$ cat src/rtl/stser_pkg.sv
package stser_pkg;
  localparam int SMP_W  = 16;
  localparam int SLOT_W = 6;
  localparam logic [SLOT_W-1:0] SLOT_MAX = '1;

  // Serial bit carried in a half-frame slot, for either framing.
  function automatic logic slot_bit(input logic i2s, input logic [SLOT_W-1:0] slot,
                                    input logic [SMP_W-1:0] word);
    int pos;
    pos = i2s ? (int'(slot) - 1) : int'(slot);
    if (pos >= 0 && pos < SMP_W) return word[SMP_W-1-pos];
    return 1'b0;
  endfunction

  // Frame length (bit clocks per word-clock period) acceptance.
  function automatic logic ratio_accept(input logic i2s, input logic sys384,
                                        input int unsigned len);
    case (len)
      64:      return 1'b1;
      48:      return sys384;
      32:      return !i2s;
      default: return 1'b0;
    endcase
  endfunction
endpackage

$ cat src/rtl/stser_edge_det.sv
module stser_edge_det #(
  parameter int STAGES = 2
) (
  input  logic clk,
  input  logic rst_n,
  input  logic sig_i,
  output logic rise_o,
  output logic fall_o
);
  localparam int DEPTH = STAGES + 1;
  logic [DEPTH-1:0] chain_q;

  always_ff @(posedge clk or negedge rst_n) begin
    if (!rst_n) chain_q <= '0;
    else        chain_q <= {chain_q[DEPTH-2:0], sig_i};
  end

  assign rise_o = chain_q[STAGES-1] & ~chain_q[STAGES];
  assign fall_o = ~chain_q[STAGES-1] & chain_q[STAGES];
endmodule

$ cat src/rtl/stser_frame_mon.sv
module stser_frame_mon #(
  parameter int FCNT_W = 8
) (
  input  logic clk,
  input  logic rst_n,
  input  logic bck_rise_i,
  input  logic left_start_i,
  input  logic i2s_i,
  input  logic sys384_i,
  output logic ok_now_o,
  output logic ok_q_o
);
  import stser_pkg::*;
  localparam logic [FCNT_W-1:0] CNT_MAX = '1;

  logic [FCNT_W-1:0] cnt_q;
  logic seen_q, ok_q;

  assign ok_now_o = seen_q && ratio_accept(i2s_i, sys384_i, int'(cnt_q));
  assign ok_q_o   = ok_q;

  always_ff @(posedge clk or negedge rst_n) begin
    if (!rst_n) begin
      cnt_q  <= '0;
      seen_q <= 1'b0;
      ok_q   <= 1'b0;
    end else if (left_start_i) begin
      cnt_q  <= '0;
      seen_q <= 1'b1;
      ok_q   <= ok_now_o;
    end else if (bck_rise_i && cnt_q != CNT_MAX) begin
      cnt_q <= cnt_q + 1'b1;
    end
  end

  AST_OK_AT_BOUNDARY: assert property (@(posedge clk) disable iff (!rst_n)
    (ok_q != $past(ok_q)) |-> $past(left_start_i));
endmodule

$ cat src/rtl/stser_shifter.sv
module stser_shifter (
  input  logic clk,
  input  logic rst_n,
  input  logic i2s_i,
  input  logic bck_fall_i,
  input  logic wck_edge_i,
  input  logic left_start_i,
  input  logic ok_now_i,
  input  logic ok_q_i,
  input  logic mute_i,
  input  logic [stser_pkg::SMP_W-1:0] left_i,
  input  logic [stser_pkg::SMP_W-1:0] right_i,
  output logic sdo_o
);
  import stser_pkg::*;

  logic [SMP_W-1:0]  hold_l, hold_r, word_d;
  logic [SLOT_W-1:0] slot_q, slot_d;
  logic chan_q, chan_d, zero_q, zero_d, sdo_q;
  logic upd_evt;

  assign upd_evt = wck_edge_i | bck_fall_i;

  always_comb begin
    slot_d = slot_q;
    chan_d = chan_q;
    zero_d = zero_q;
    if (wck_edge_i) begin
      slot_d = '0;
      chan_d = !left_start_i;
      zero_d = mute_i | !(left_start_i ? ok_now_i : ok_q_i);
    end else if (bck_fall_i && slot_q != SLOT_MAX) begin
      slot_d = slot_q + 1'b1;
    end
    if (chan_d)            word_d = hold_r;
    else if (left_start_i) word_d = left_i;
    else                   word_d = hold_l;
  end

  always_ff @(posedge clk or negedge rst_n) begin
    if (!rst_n) begin
      hold_l <= '0;
      hold_r <= '0;
      slot_q <= SLOT_MAX;
      chan_q <= 1'b0;
      zero_q <= 1'b1;
      sdo_q  <= 1'b0;
    end else begin
      if (left_start_i) begin
        hold_l <= left_i;
        hold_r <= right_i;
      end
      if (upd_evt) begin
        slot_q <= slot_d;
        chan_q <= chan_d;
        zero_q <= zero_d;
        sdo_q  <= !zero_d && slot_bit(i2s_i, slot_d, word_d);
      end
    end
  end

  assign sdo_o = sdo_q;

  AST_ZERO_FORCE: assert property (@(posedge clk) disable iff (!rst_n)
    zero_q |-> !sdo_o);
  AST_PAD_ZERO: assert property (@(posedge clk) disable iff (!rst_n)
    (slot_q > SLOT_W'(SMP_W)) |-> !sdo_o);
  AST_SDO_AT_EVENT: assert property (@(posedge clk) disable iff (!rst_n)
    (sdo_q != $past(sdo_q)) |-> $past(upd_evt));
  AST_HOLD_STEADY: assert property (@(posedge clk) disable iff (!rst_n)
    !left_start_i |=> ($stable(hold_l) && $stable(hold_r)));
endmodule

$ cat src/rtl/stereo_ser_tx.sv
module stereo_ser_tx #(
  parameter int SYNC_STAGES = 2,
  parameter int FCNT_W      = 8
) (
  input  logic clk,
  input  logic rst_n,
  input  logic bck_i,
  input  logic wck_i,
  input  logic fmt_i2s_i,
  input  logic clk384_i,
  input  logic mute_i,
  input  logic [15:0] left_i,
  input  logic [15:0] right_i,
  output logic sdo_o,
  output logic ratio_ok_o
);
  logic bck_rise, bck_fall, wck_rise, wck_fall;
  logic wck_edge, left_start, ok_now, ok_q;

  stser_edge_det #(.STAGES(SYNC_STAGES)) u_bck_edge (
    .clk(clk), .rst_n(rst_n), .sig_i(bck_i), .rise_o(bck_rise), .fall_o(bck_fall));
  stser_edge_det #(.STAGES(SYNC_STAGES)) u_wck_edge (
    .clk(clk), .rst_n(rst_n), .sig_i(wck_i), .rise_o(wck_rise), .fall_o(wck_fall));

  assign wck_edge   = wck_rise | wck_fall;
  assign left_start = fmt_i2s_i ? wck_fall : wck_rise;

  stser_frame_mon #(.FCNT_W(FCNT_W)) u_frame_mon (
    .clk(clk), .rst_n(rst_n), .bck_rise_i(bck_rise), .left_start_i(left_start),
    .i2s_i(fmt_i2s_i), .sys384_i(clk384_i), .ok_now_o(ok_now), .ok_q_o(ok_q));

  stser_shifter u_shifter (
    .clk(clk), .rst_n(rst_n), .i2s_i(fmt_i2s_i), .bck_fall_i(bck_fall),
    .wck_edge_i(wck_edge), .left_start_i(left_start), .ok_now_i(ok_now),
    .ok_q_i(ok_q), .mute_i(mute_i), .left_i(left_i), .right_i(right_i),
    .sdo_o(sdo_o));

  assign ratio_ok_o = ok_q;
endmodule

$ cat config.mk
export PLATFORM = sky130hd
export DESIGN_NAME = stereo_ser_tx
export DESIGN_NICKNAME = d
export VERILOG_FILES = /design/src/rtl/stser_pkg.sv /design/src/rtl/stser_edge_det.sv /design/src/rtl/stser_frame_mon.sv /design/src/rtl/stser_shifter.sv /design/src/rtl/stereo_ser_tx.sv
export SDC_FILE = /design/constraint.sdc
export NUM_CORES = 1
export LEC_CHECK = 0
export ABC_AREA = 1
export BUFFER_PORTS_ARGS = -buffer_cell sky130_fd_sc_hd__buf_2
export CORE_MARGIN = 2
export CORE_UTILIZATION = 35
export DETAILED_ROUTE_END_ITERATION = 8
export PLACE_DENSITY = 0.59
export SLEW_MARGIN = 0
export SYNTH_ARGS = -nofsm -noshare
export SYNTH_HDL_FRONTEND = slang
export SYNTH_SLANG_ARGS = --single-unit
$ cat constraint.sdc
create_clock -name clk -period 2.2 [get_ports clk]
set_input_delay 0.11 -clock clk [delete_from_list [all_inputs] [get_ports clk]]
set_output_delay 0.11 -clock clk [all_outputs]
set_load 0.01 [all_outputs]
==> metrics.json, run 1 <==
{
  "run_status": {"value": "finished, violations left"},
  "violations": {"value": "setup timing"},
  "initial_antenna_violation_count": {"value": 0},
  "path_class": {"value": "flip-flop to flip-flop"},
  "drv.max_cap_violation_count": {"value": 0},
  "die-width": {"value": 96.2, "unit": "um"},
  "post_synth_inst_count": {"value": 393},
  "fin_worst_skew": {"value": 0.00953, "unit": "ns"},
  "timing.critical_path.max_delay_family": {"value": "simple AND/OR/NAND/NOR gates"},
  "gr_util_all_layers": {"value": 0.181},
  "cts_h_tree_lvls": {"value": 3},
  "cts.sinks": {"value": 57},
  "power.ir.vdd_worst": {"value": 0.466, "unit": "mV"},
  "worstPathRequired": {"value": 2.47, "unit": "ns"},
  "post_drt_wl_per_cell": {"value": 12.5, "unit": "um"},
  "postLayoutSetupSlackWorst": {"value": -0.0113, "unit": "ns"},
  "core_region_area": {"value": 8220, "unit": "um^2"},
  "cellLeakagePower": {"value": 2.15, "unit": "nW"},
  "crit_slowest_cell": {"value": "sky130_fd_sc_hd__dfstp_2"},
  "global_route_wire_length_before_repair": {"value": 12700, "unit": "um"},
  "antenna_diode_count": {"value": 0},
  "layout-drive-gt1-share": {"value": 0.259},
  "synthDominantCellAreaShare": {"value": 0.421},
  "floorplan.rows": {"value": 33},
  "number_of_buffers_added_on_ports": {"value": 40},
  "timing.final.crit_period": {"value": 2.21, "unit": "ns"},
  "tritoncts": {"value": "built"},
  "yosysWarningCount": {"value": 0},
  "post_synth_num_cell_types": {"value": 30},
  "cts_buffer_depth": {"value": 2},
  "worstPathBufferInverterCount": {"value": 1},
  "crit_path_start": {"value": "u_shifter.slot_q[0]$_DFFE_PN1P_"},
  "netlist_top_cells_area": {"value": "sky130_fd_sc_hd__dfrtp_1, sky130_fd_sc_hd__nand2_1, sky130_fd_sc_hd__dfstp_2"},
  "synth_top_area_cell": {"value": "sky130_fd_sc_hd__dfrtp_1"},
  "floorplan.initialDensity": {"value": 0.362},
  "synth.yosys.seq_area_share": {"value": 0.483},
  "max_slew.worst_pin.slew": {"value": 0.682, "unit": "ns"},
  "timing.max_slew.rel_slack": {"value": 0.545},
  "postSynthAreaPerCell": {"value": 7.56, "unit": "um^2"},
  "firstDrtPassIters": {"value": 5},
  "final_min_period_over_clock_period": {"value": 1.01},
  "critical_path.endpoint": {"value": "u_shifter.sdo_o$_DFFE_PN0P_"},
  "dp_hpwl": {"value": 5250, "unit": "um"},
  "grt_max_degree": {"value": 31},
  "via_count_of_the_first_global_routing_pass": {"value": 2729},
  "worst_setup_hold_path_clk_slew": {"value": 0.07, "unit": "ns"},
  "postSynth.topFlopCell": {"value": "sky130_fd_sc_hd__dfrtp_1"},
  "achievable-frequency": {"value": 452, "unit": "MHz"},
  "r2r_setup_slack": {"value": -0.01, "unit": "ns"},
  "synth-edff-count": {"value": 0},
  "final.setup.tns": {"value": -0.0113, "unit": "ns"},
  "grt_remaining_overflow": {"value": 0},
  "timing.critical_path.depth": {"value": 16},
  "die-area": {"value": 9250, "unit": "um^2"},
  "cp_cell_sequence": {"value": "ha_4, nand2_2, nor2_4, nand2_4, nand2_4, nand2_4, nand3_4, ha_4, or2_4, nand2_4, inv_4, nand3_1, nand3_1, nand3_1, nand3_1, nand2_1"},
  "ys_async_sr_fraction": {"value": 1.00},
  "final-hold-violation-count": {"value": 0},
  "timing.final.max_slew_violations": {"value": 0},
  "synth.most_common_cell": {"value": "sky130_fd_sc_hd__nand2_1"},
  "worstReg2RegEnd": {"value": "u_shifter.sdo_o$_DFFE_PN0P_"},
  "syn-num-nets": {"value": 438},
  "hold_ws": {"value": 0.0103, "unit": "ns"},
  "reg2reg_from": {"value": "u_shifter.slot_q[0]$_DFFE_PN1P_"},
  "clock_insertion_delay_worst_skew": {"value": 0.33, "unit": "ns"},
  "setup_viol_count_final": {"value": 1},
  "unrepaired_setup_endpoints_after_global_routing": {"value": "yes"},
  "worstSetupStartpointType": {"value": "flip-flop"},
  "via_count": {"value": 2784},
  "synth.ff_latch_count": {"value": 57},
  "synth_commonest_cells": {"value": "sky130_fd_sc_hd__nand2_1, sky130_fd_sc_hd__dfrtp_1, sky130_fd_sc_hd__nor2_1, sky130_fd_sc_hd__inv_1, sky130_fd_sc_hd__nand3_1"},
  "cpPeakStageDelay": {"value": 0.56, "unit": "ns"},
  "io_pins": {"value": 41},
  "syn2layout_area_growth": {"value": 37.5, "unit": "%"},
  "core_utilization_of_the_finished_layout": {"value": 0.497},
  "wl": {"value": 7420, "unit": "um"},
  "die_y": {"value": 96.2, "unit": "um"},
  "holdPathStages": {"value": 3},
  "synthesized_area": {"value": 2970, "unit": "um^2"},
  "cts_bufs_inserted": {"value": 9},
  "final_antenna_net_count": {"value": 0},
  "timing.hold.worst.class": {"value": "input pin to flip-flop"},
  "route.detailed.drc": {"value": 0},
  "ff2ff_path_depth": {"value": 16},
  "cts-root-buf": {"value": "sky130_fd_sc_hd__clkbuf_8"},
  "avgViaCountPerCell": {"value": 4.70},
  "worstPathArrival": {"value": 2.49, "unit": "ns"},
  "fin_nets": {"value": 527},
  "drt-initial-drc-count": {"value": 102},
  "power_density": {"value": 726, "unit": "nW/um^2"},
  "setup.worst_path.end_class": {"value": "flip-flop"},
  "crit_path_max_fanout": {"value": 5},
  "finalWeightedCongestion": {"value": 0.923}
}
sequential cells by signal, summed over array words and instances, names as in the netlist:
register	flops
u_bck_edge.chain_q	3
u_frame_mon.cnt_q	8
u_frame_mon.ok_q_o	1
u_frame_mon.seen_q	1
u_shifter.chan_q	1
u_shifter.hold_l	16
u_shifter.hold_r	16
u_shifter.sdo_o	1
u_shifter.slot_q	6
u_shifter.zero_q	1
u_wck_edge.chain_q	3
cells by family (layout without fill, tap and decap cells):
family / after synthesis / in the layout / share of synthesized area
adders and majority gates: 6 / 6 / 0.0253
and+or+nand+nor: 262 / 262 / 0.384
buffers and inverters: 47 / 141 / 0.0669
xor gates and xnor gates: 2 / 2 / 0.00589
DFF: 57 / 57 / 0.483
AOI/OAI and AO/OA: 19 / 19 / 0.0354
power breakdown:
part / switching, mW / internal [mW] / leakage (nW)
logic: 0.394 / 0.282 / 1.34
registers: 0.0469 / 1.15 / 0.692
clock network: 0.426 / 0.667 / 0.113
worst register-to-register path, delay by kind of cell, from the launching register on:
kind	cells	cell delay, ns
buffers and inverters	1	0.06
and+or+nand+nor	13	1.18
DFF	1	0.56
adders and majority gates	2	0.34
timing repair:
item,CTS,global route
pin swaps,11,5
resized for setup,6,9
setup endpoints to repair,1,1
hold buffers,24,0
hold endpoints to repair,51,0
setup buffers,4,0
through the flow:
step | power, mW | worst slack, ns | std cells | area, um^2
2_1_floorplan | 1.61 | -0.00482 | 393 | 3060
3_3_place_gp | 1.80 | -0.0108 | 548 | 3510
3_5_place_dp | 1.82 | -0.0685 | 548 | 3510
4_1_cts | 2.97 | -0.0107 | 592 | 4040
5_1_grt | 3.15 | -0.151 | 592 | 4090
6_report | 2.97 | -0.0113 | 592 | 4090
cells in the final DEF (no fill, tap or decap), types with 3 or more instances in the layout:
| cell | synthesis | final |
|---|---|---|
| sky130_fd_sc_hd__nand2_1 | 156 | 151 |
| sky130_fd_sc_hd__dfstp_2 | 7 | 7 |
| sky130_fd_sc_hd__buf_4 | 1 | 21 |
| sky130_fd_sc_hd__nand3_1 | 32 | 21 |
| sky130_fd_sc_hd__nand2_2 | 1 | 3 |
| sky130_fd_sc_hd__buf_2 | 3 | 40 |
| sky130_fd_sc_hd__ha_4 | 0 | 3 |
| sky130_fd_sc_hd__o21ai_0 | 6 | 6 |
| sky130_fd_sc_hd__nand3_4 | 0 | 3 |
| sky130_fd_sc_hd__dfrtp_1 | 50 | 50 |
| sky130_fd_sc_hd__inv_2 | 3 | 3 |
| sky130_fd_sc_hd__clkbuf_8 | 0 | 10 |
| sky130_fd_sc_hd__ha_1 | 6 | 3 |
| sky130_fd_sc_hd__buf_12 | 0 | 3 |
| sky130_fd_sc_hd__dlygate4sd3_1 | 0 | 24 |
| sky130_fd_sc_hd__nor3_1 | 5 | 5 |
| sky130_fd_sc_hd__nor2_1 | 43 | 43 |
| sky130_fd_sc_hd__a21oi_1 | 9 | 9 |
| sky130_fd_sc_hd__nand4_1 | 6 | 6 |
| sky130_fd_sc_hd__nor2_4 | 1 | 3 |
| sky130_fd_sc_hd__nand2_4 | 5 | 8 |
| sky130_fd_sc_hd__inv_1 | 34 | 33 |
| sky130_fd_sc_hd__nand3_2 | 3 | 11 |
per-layer routing:
metal / vias up / part of all wire / global-route usage
met5: - / 0 / 0
li1: 1409 / - / -
met4: 0 / 0.018 / 0.0714
met2: 45 / 0.51 / 0.301
met3: 12 / 0.031 / 0.0368
met1: 1318 / 0.44 / 0.231
how the worst min path moves through the flow:
stage	from	to	slack, ns
finish	left_i[3]	u_shifter.hold_l[3]$_DFF_PN0_	0.01
global route	left_i[9]	u_shifter.hold_l[9]$_DFF_PN0_	0.004
CTS	left_i[3]	u_shifter.hold_l[3]$_DFF_PN0_	0.004
floorplan	rst_n	u_bck_edge.chain_q[0]$_DFF_PN0_	-0.19
detailed placement	rst_n	u_shifter.hold_l[10]$_DFF_PN0_	0.18
global placement	rst_n	u_shifter.hold_l[10]$_DFF_PN0_	0.19
final cells by class:
| cell class | instances | area [um^2] |
|---|---|---|
| Inverter | 37 | 141 |
| Clock inverter | 5 | 78.8 |
| Tap cell | 105 | 131 |
| Clock buffer | 11 | 141 |
| Multi-Input combinational cell | 289 | 1500 |
| Sequential cell | 57 | 1440 |
| Fill cell | 807 | 4130 |
| Timing Repair Buffer | 88 | 658 |
No activity file was read; power rests on OpenSTA's default activity.
==> inputs of run 2 (changes only) <==
HOLD_SLACK_MARGIN = 0.06   (was default)
==> run 2 against run 1 <==
- clock skew rose by 0.0016 ns
- worst hold slack improved by 0.14 ns
- the flow still finishes with violations (setup timing)
- register-to-register slack barely moved
- global-route usage rose by 0.14 points
- first-iteration DRC count rose by 0.98%
- critical endpoint unchanged
- sequential power barely moved
- die area did not move
- highest routed layer unchanged
- largest cell class unchanged
- critical path depth did not move
- largest power group unchanged
- sequential share of layout area fell by 1.0 points
- setup slack improved by 0.0075 ns
- via count rose by 2.1%
==> metrics.json, run 2 (synthesis results as in run 1) <==
{
  "initial_antenna_violation_count": {"value": 0},
  "syn2layout_area_growth": {"value": 41.5, "unit": "%"},
  "total_power": {"value": 2.99, "unit": "mW"},
  "cts_bufs_inserted": {"value": 9},
  "dp_hpwl": {"value": 5250, "unit": "um"},
  "path_class": {"value": "flip-flop to flip-flop"},
  "drv.max_cap_violation_count": {"value": 0},
  "layout-drive-gt1-share": {"value": 0.253},
  "biggestRegsByFlops": {"value": "u_shifter.hold_l x16, u_shifter.hold_r x16, u_frame_mon.cnt_q x8"},
  "grt_remaining_overflow": {"value": 0},
  "power.ir.vdd_worst": {"value": 0.537, "unit": "mV"},
  "die_y": {"value": 96.2, "unit": "um"},
  "cellLeakagePower": {"value": 2.20, "unit": "nW"},
  "final.setup.tns": {"value": -0.00377, "unit": "ns"},
  "timing.final.max_slew_violations": {"value": 0},
  "top_layer_used": {"value": "met4"},
  "wl_met2": {"value": 3830, "unit": "um"},
  "clock_insertion_delay_worst_skew": {"value": 0.34, "unit": "ns"},
  "max_slew.worst_pin.slew": {"value": 0.690, "unit": "ns"},
  "setup_viol_count_final": {"value": 1},
  "cts-root-buf": {"value": "sky130_fd_sc_hd__clkbuf_8"},
  "worst_setup_hold_path_clk_slew": {"value": 0.07, "unit": "ns"},
  "hold_ws": {"value": 0.147, "unit": "ns"},
  "route.detailed.drc": {"value": 0},
  "layout.cells.most_common": {"value": "sky130_fd_sc_hd__nand2_1"},
  "final_antenna_net_count": {"value": 0},
  "cts_h_tree_lvls": {"value": 3},
  "dpl.cell_count": {"value": 548},
  "via_count_of_the_first_global_routing_pass": {"value": 2763},
  "post_drt_wl_per_cell": {"value": 12.4, "unit": "um"},
  "io_pins": {"value": 41},
  "finalWeightedCongestion": {"value": 0.923},
  "firstDrtPassIters": {"value": 5},
  "grt_max_degree": {"value": 31},
  "worstPathArrival": {"value": 2.48, "unit": "ns"},
  "timing.hold.worst.class": {"value": "input pin to flip-flop"},
  "power_density": {"value": 711, "unit": "nW/um^2"},
  "final.fill_count": {"value": 787},
  "setup.worst_path.end_class": {"value": "flip-flop"},
  "timing.max_slew.rel_slack": {"value": 0.540},
  "final-hold-violation-count": {"value": 0},
  "die-width": {"value": 96.2, "unit": "um"},
  "core_utilization_of_the_finished_layout": {"value": 0.512},
  "unrepaired_setup_endpoints_after_global_routing": {"value": "yes"},
  "fin_nets": {"value": 539},
  "final_cell_mix": {"value": "sky130_fd_sc_hd__nand2_1, sky130_fd_sc_hd__dfrtp_1, sky130_fd_sc_hd__nor2_1"},
  "worstPathRequired": {"value": 2.48, "unit": "ns"},
  "global_route_wire_length_before_repair": {"value": 12800, "unit": "um"},
  "wl": {"value": 7510, "unit": "um"},
  "timing.final.crit_period": {"value": 2.20, "unit": "ns"},
  "drt-met1-wl": {"value": 3330, "unit": "um"},
  "fin_cells": {"value": 604},
  "die-area": {"value": 9250, "unit": "um^2"},
  "via_count": {"value": 2843},
  "achievable-frequency": {"value": 454, "unit": "MHz"},
  "antenna_diode_count": {"value": 0},
  "tritoncts": {"value": "built"},
  "worstSetupStartpointType": {"value": "flip-flop"},
  "core_region_area": {"value": 8220, "unit": "um^2"},
  "final_min_period_over_clock_period": {"value": 1.00},
  "dpl_worst_slack": {"value": -0.0685, "unit": "ns"},
  "floorplan.rows": {"value": 33},
  "placedInstanceArea": {"value": 3510, "unit": "um^2"},
  "gr_util_all_layers": {"value": 0.183},
  "fin_worst_skew": {"value": 0.0111, "unit": "ns"},
  "drt-initial-drc-count": {"value": 103},
  "floorplan.initialDensity": {"value": 0.362},
  "postLayoutSetupSlackWorst": {"value": -0.00377, "unit": "ns"},
  "cts.sinks": {"value": 57},
  "wl_met3": {"value": 236, "unit": "um"},
  "run_status": {"value": "finished, violations left"},
  "crit_path_max_fanout": {"value": 5},
  "number_of_buffers_added_on_ports": {"value": 40},
  "avgViaCountPerCell": {"value": 4.71},
  "violations": {"value": "setup timing"},
  "cts_buffer_depth": {"value": 2},
  "finalInstanceArea": {"value": 4210, "unit": "um^2"}
}
run 2: changes by cell type in the layout (fill, tap and decap cells not counted):
cell and change:
sky130_fd_sc_hd__dlygate4sd3_1 +12
run 2: final timing paths:
| path | startpoint | end | slack (ns) | depth (start not counted) |
|---|---|---|---|---|
| max reg2reg | u_shifter.slot_q[0]$_DFFE_PN1P_ | u_shifter.sdo_o$_DFFE_PN0P_ | -0.004 | 16 |
| max in group asynchronous | rst_n | u_shifter.slot_q[1]$_DFFE_PN1P_ | 1.09 | 3 |
| min | clk384_i | u_frame_mon.ok_q_o$_DFF_PN0_ | 0.15 | 5 |
| max | u_shifter.slot_q[0]$_DFFE_PN1P_ | u_shifter.sdo_o$_DFFE_PN0P_ | -0.004 | 16 |
| min in group asynchronous | rst_n | u_shifter.hold_l[6]$_DFF_PN0_ | 0.36 | 2 |
| min reg2reg | u_wck_edge.chain_q[0]$_DFF_PN0_ | u_wck_edge.chain_q[1]$_DFF_PN0_ | 0.35 | 0 |
run 2: worst max-delay path, cell delays in order, from the launching register on:
cell and delay [ns]:
sky130_fd_sc_hd__dfstp_2 0.56, sky130_fd_sc_hd__ha_4 0.14, sky130_fd_sc_hd__nand2_2 0.05, sky130_fd_sc_hd__nor2_4 0.13
sky130_fd_sc_hd__nand2_4 0.08, sky130_fd_sc_hd__nand2_4 0.10, sky130_fd_sc_hd__nand2_4 0.06, sky130_fd_sc_hd__nand3_4 0.07
sky130_fd_sc_hd__ha_4 0.20, sky130_fd_sc_hd__or2_4 0.25, sky130_fd_sc_hd__nand2_4 0.10, sky130_fd_sc_hd__inv_4 0.06
sky130_fd_sc_hd__nand3_2 0.08, sky130_fd_sc_hd__nand3_2 0.07, sky130_fd_sc_hd__nand3_2 0.06, sky130_fd_sc_hd__nand3_1 0.07
sky130_fd_sc_hd__nand2_1 0.06
run 2: power breakdown:
part           leakage, nW  switching, mW  internal [mW]
clock                0.113          0.434          0.667
sequential           0.692         0.0468           1.15
combinational         1.39          0.397          0.296
run 2: layout make-up:
type | instances | area (um^2) | share of cell area
clock buffers | 11 | 141 | 0.0336
clock inverters | 5 | 78.8 | 0.0187
inverters | 37 | 141 | 0.0336
multi-input cells | 289 | 1500 | 0.357
flip-flops and latches | 57 | 1440 | 0.341
well taps | 105 | 131 | 0.0312
repair buffers | 100 | 778 | 0.185
run 2: what timing repair did:
action	in CTS	in global routing
endpoints found under the hold margin	63	0
pin swaps	11	5
gates resized for setup	6	9
endpoints found under the setup margin	1	1
hold buffers	36	0
setup buffers	4	0
run 2: layer usage:
metal | vias to the layer above | GRT usage
met5 | - | 0
met4 | 0 | 0.0714
met3 | 12 | 0.0368
met2 | 45 | 0.301
met1 | 1351 | 0.235
li1 | 1435 | -
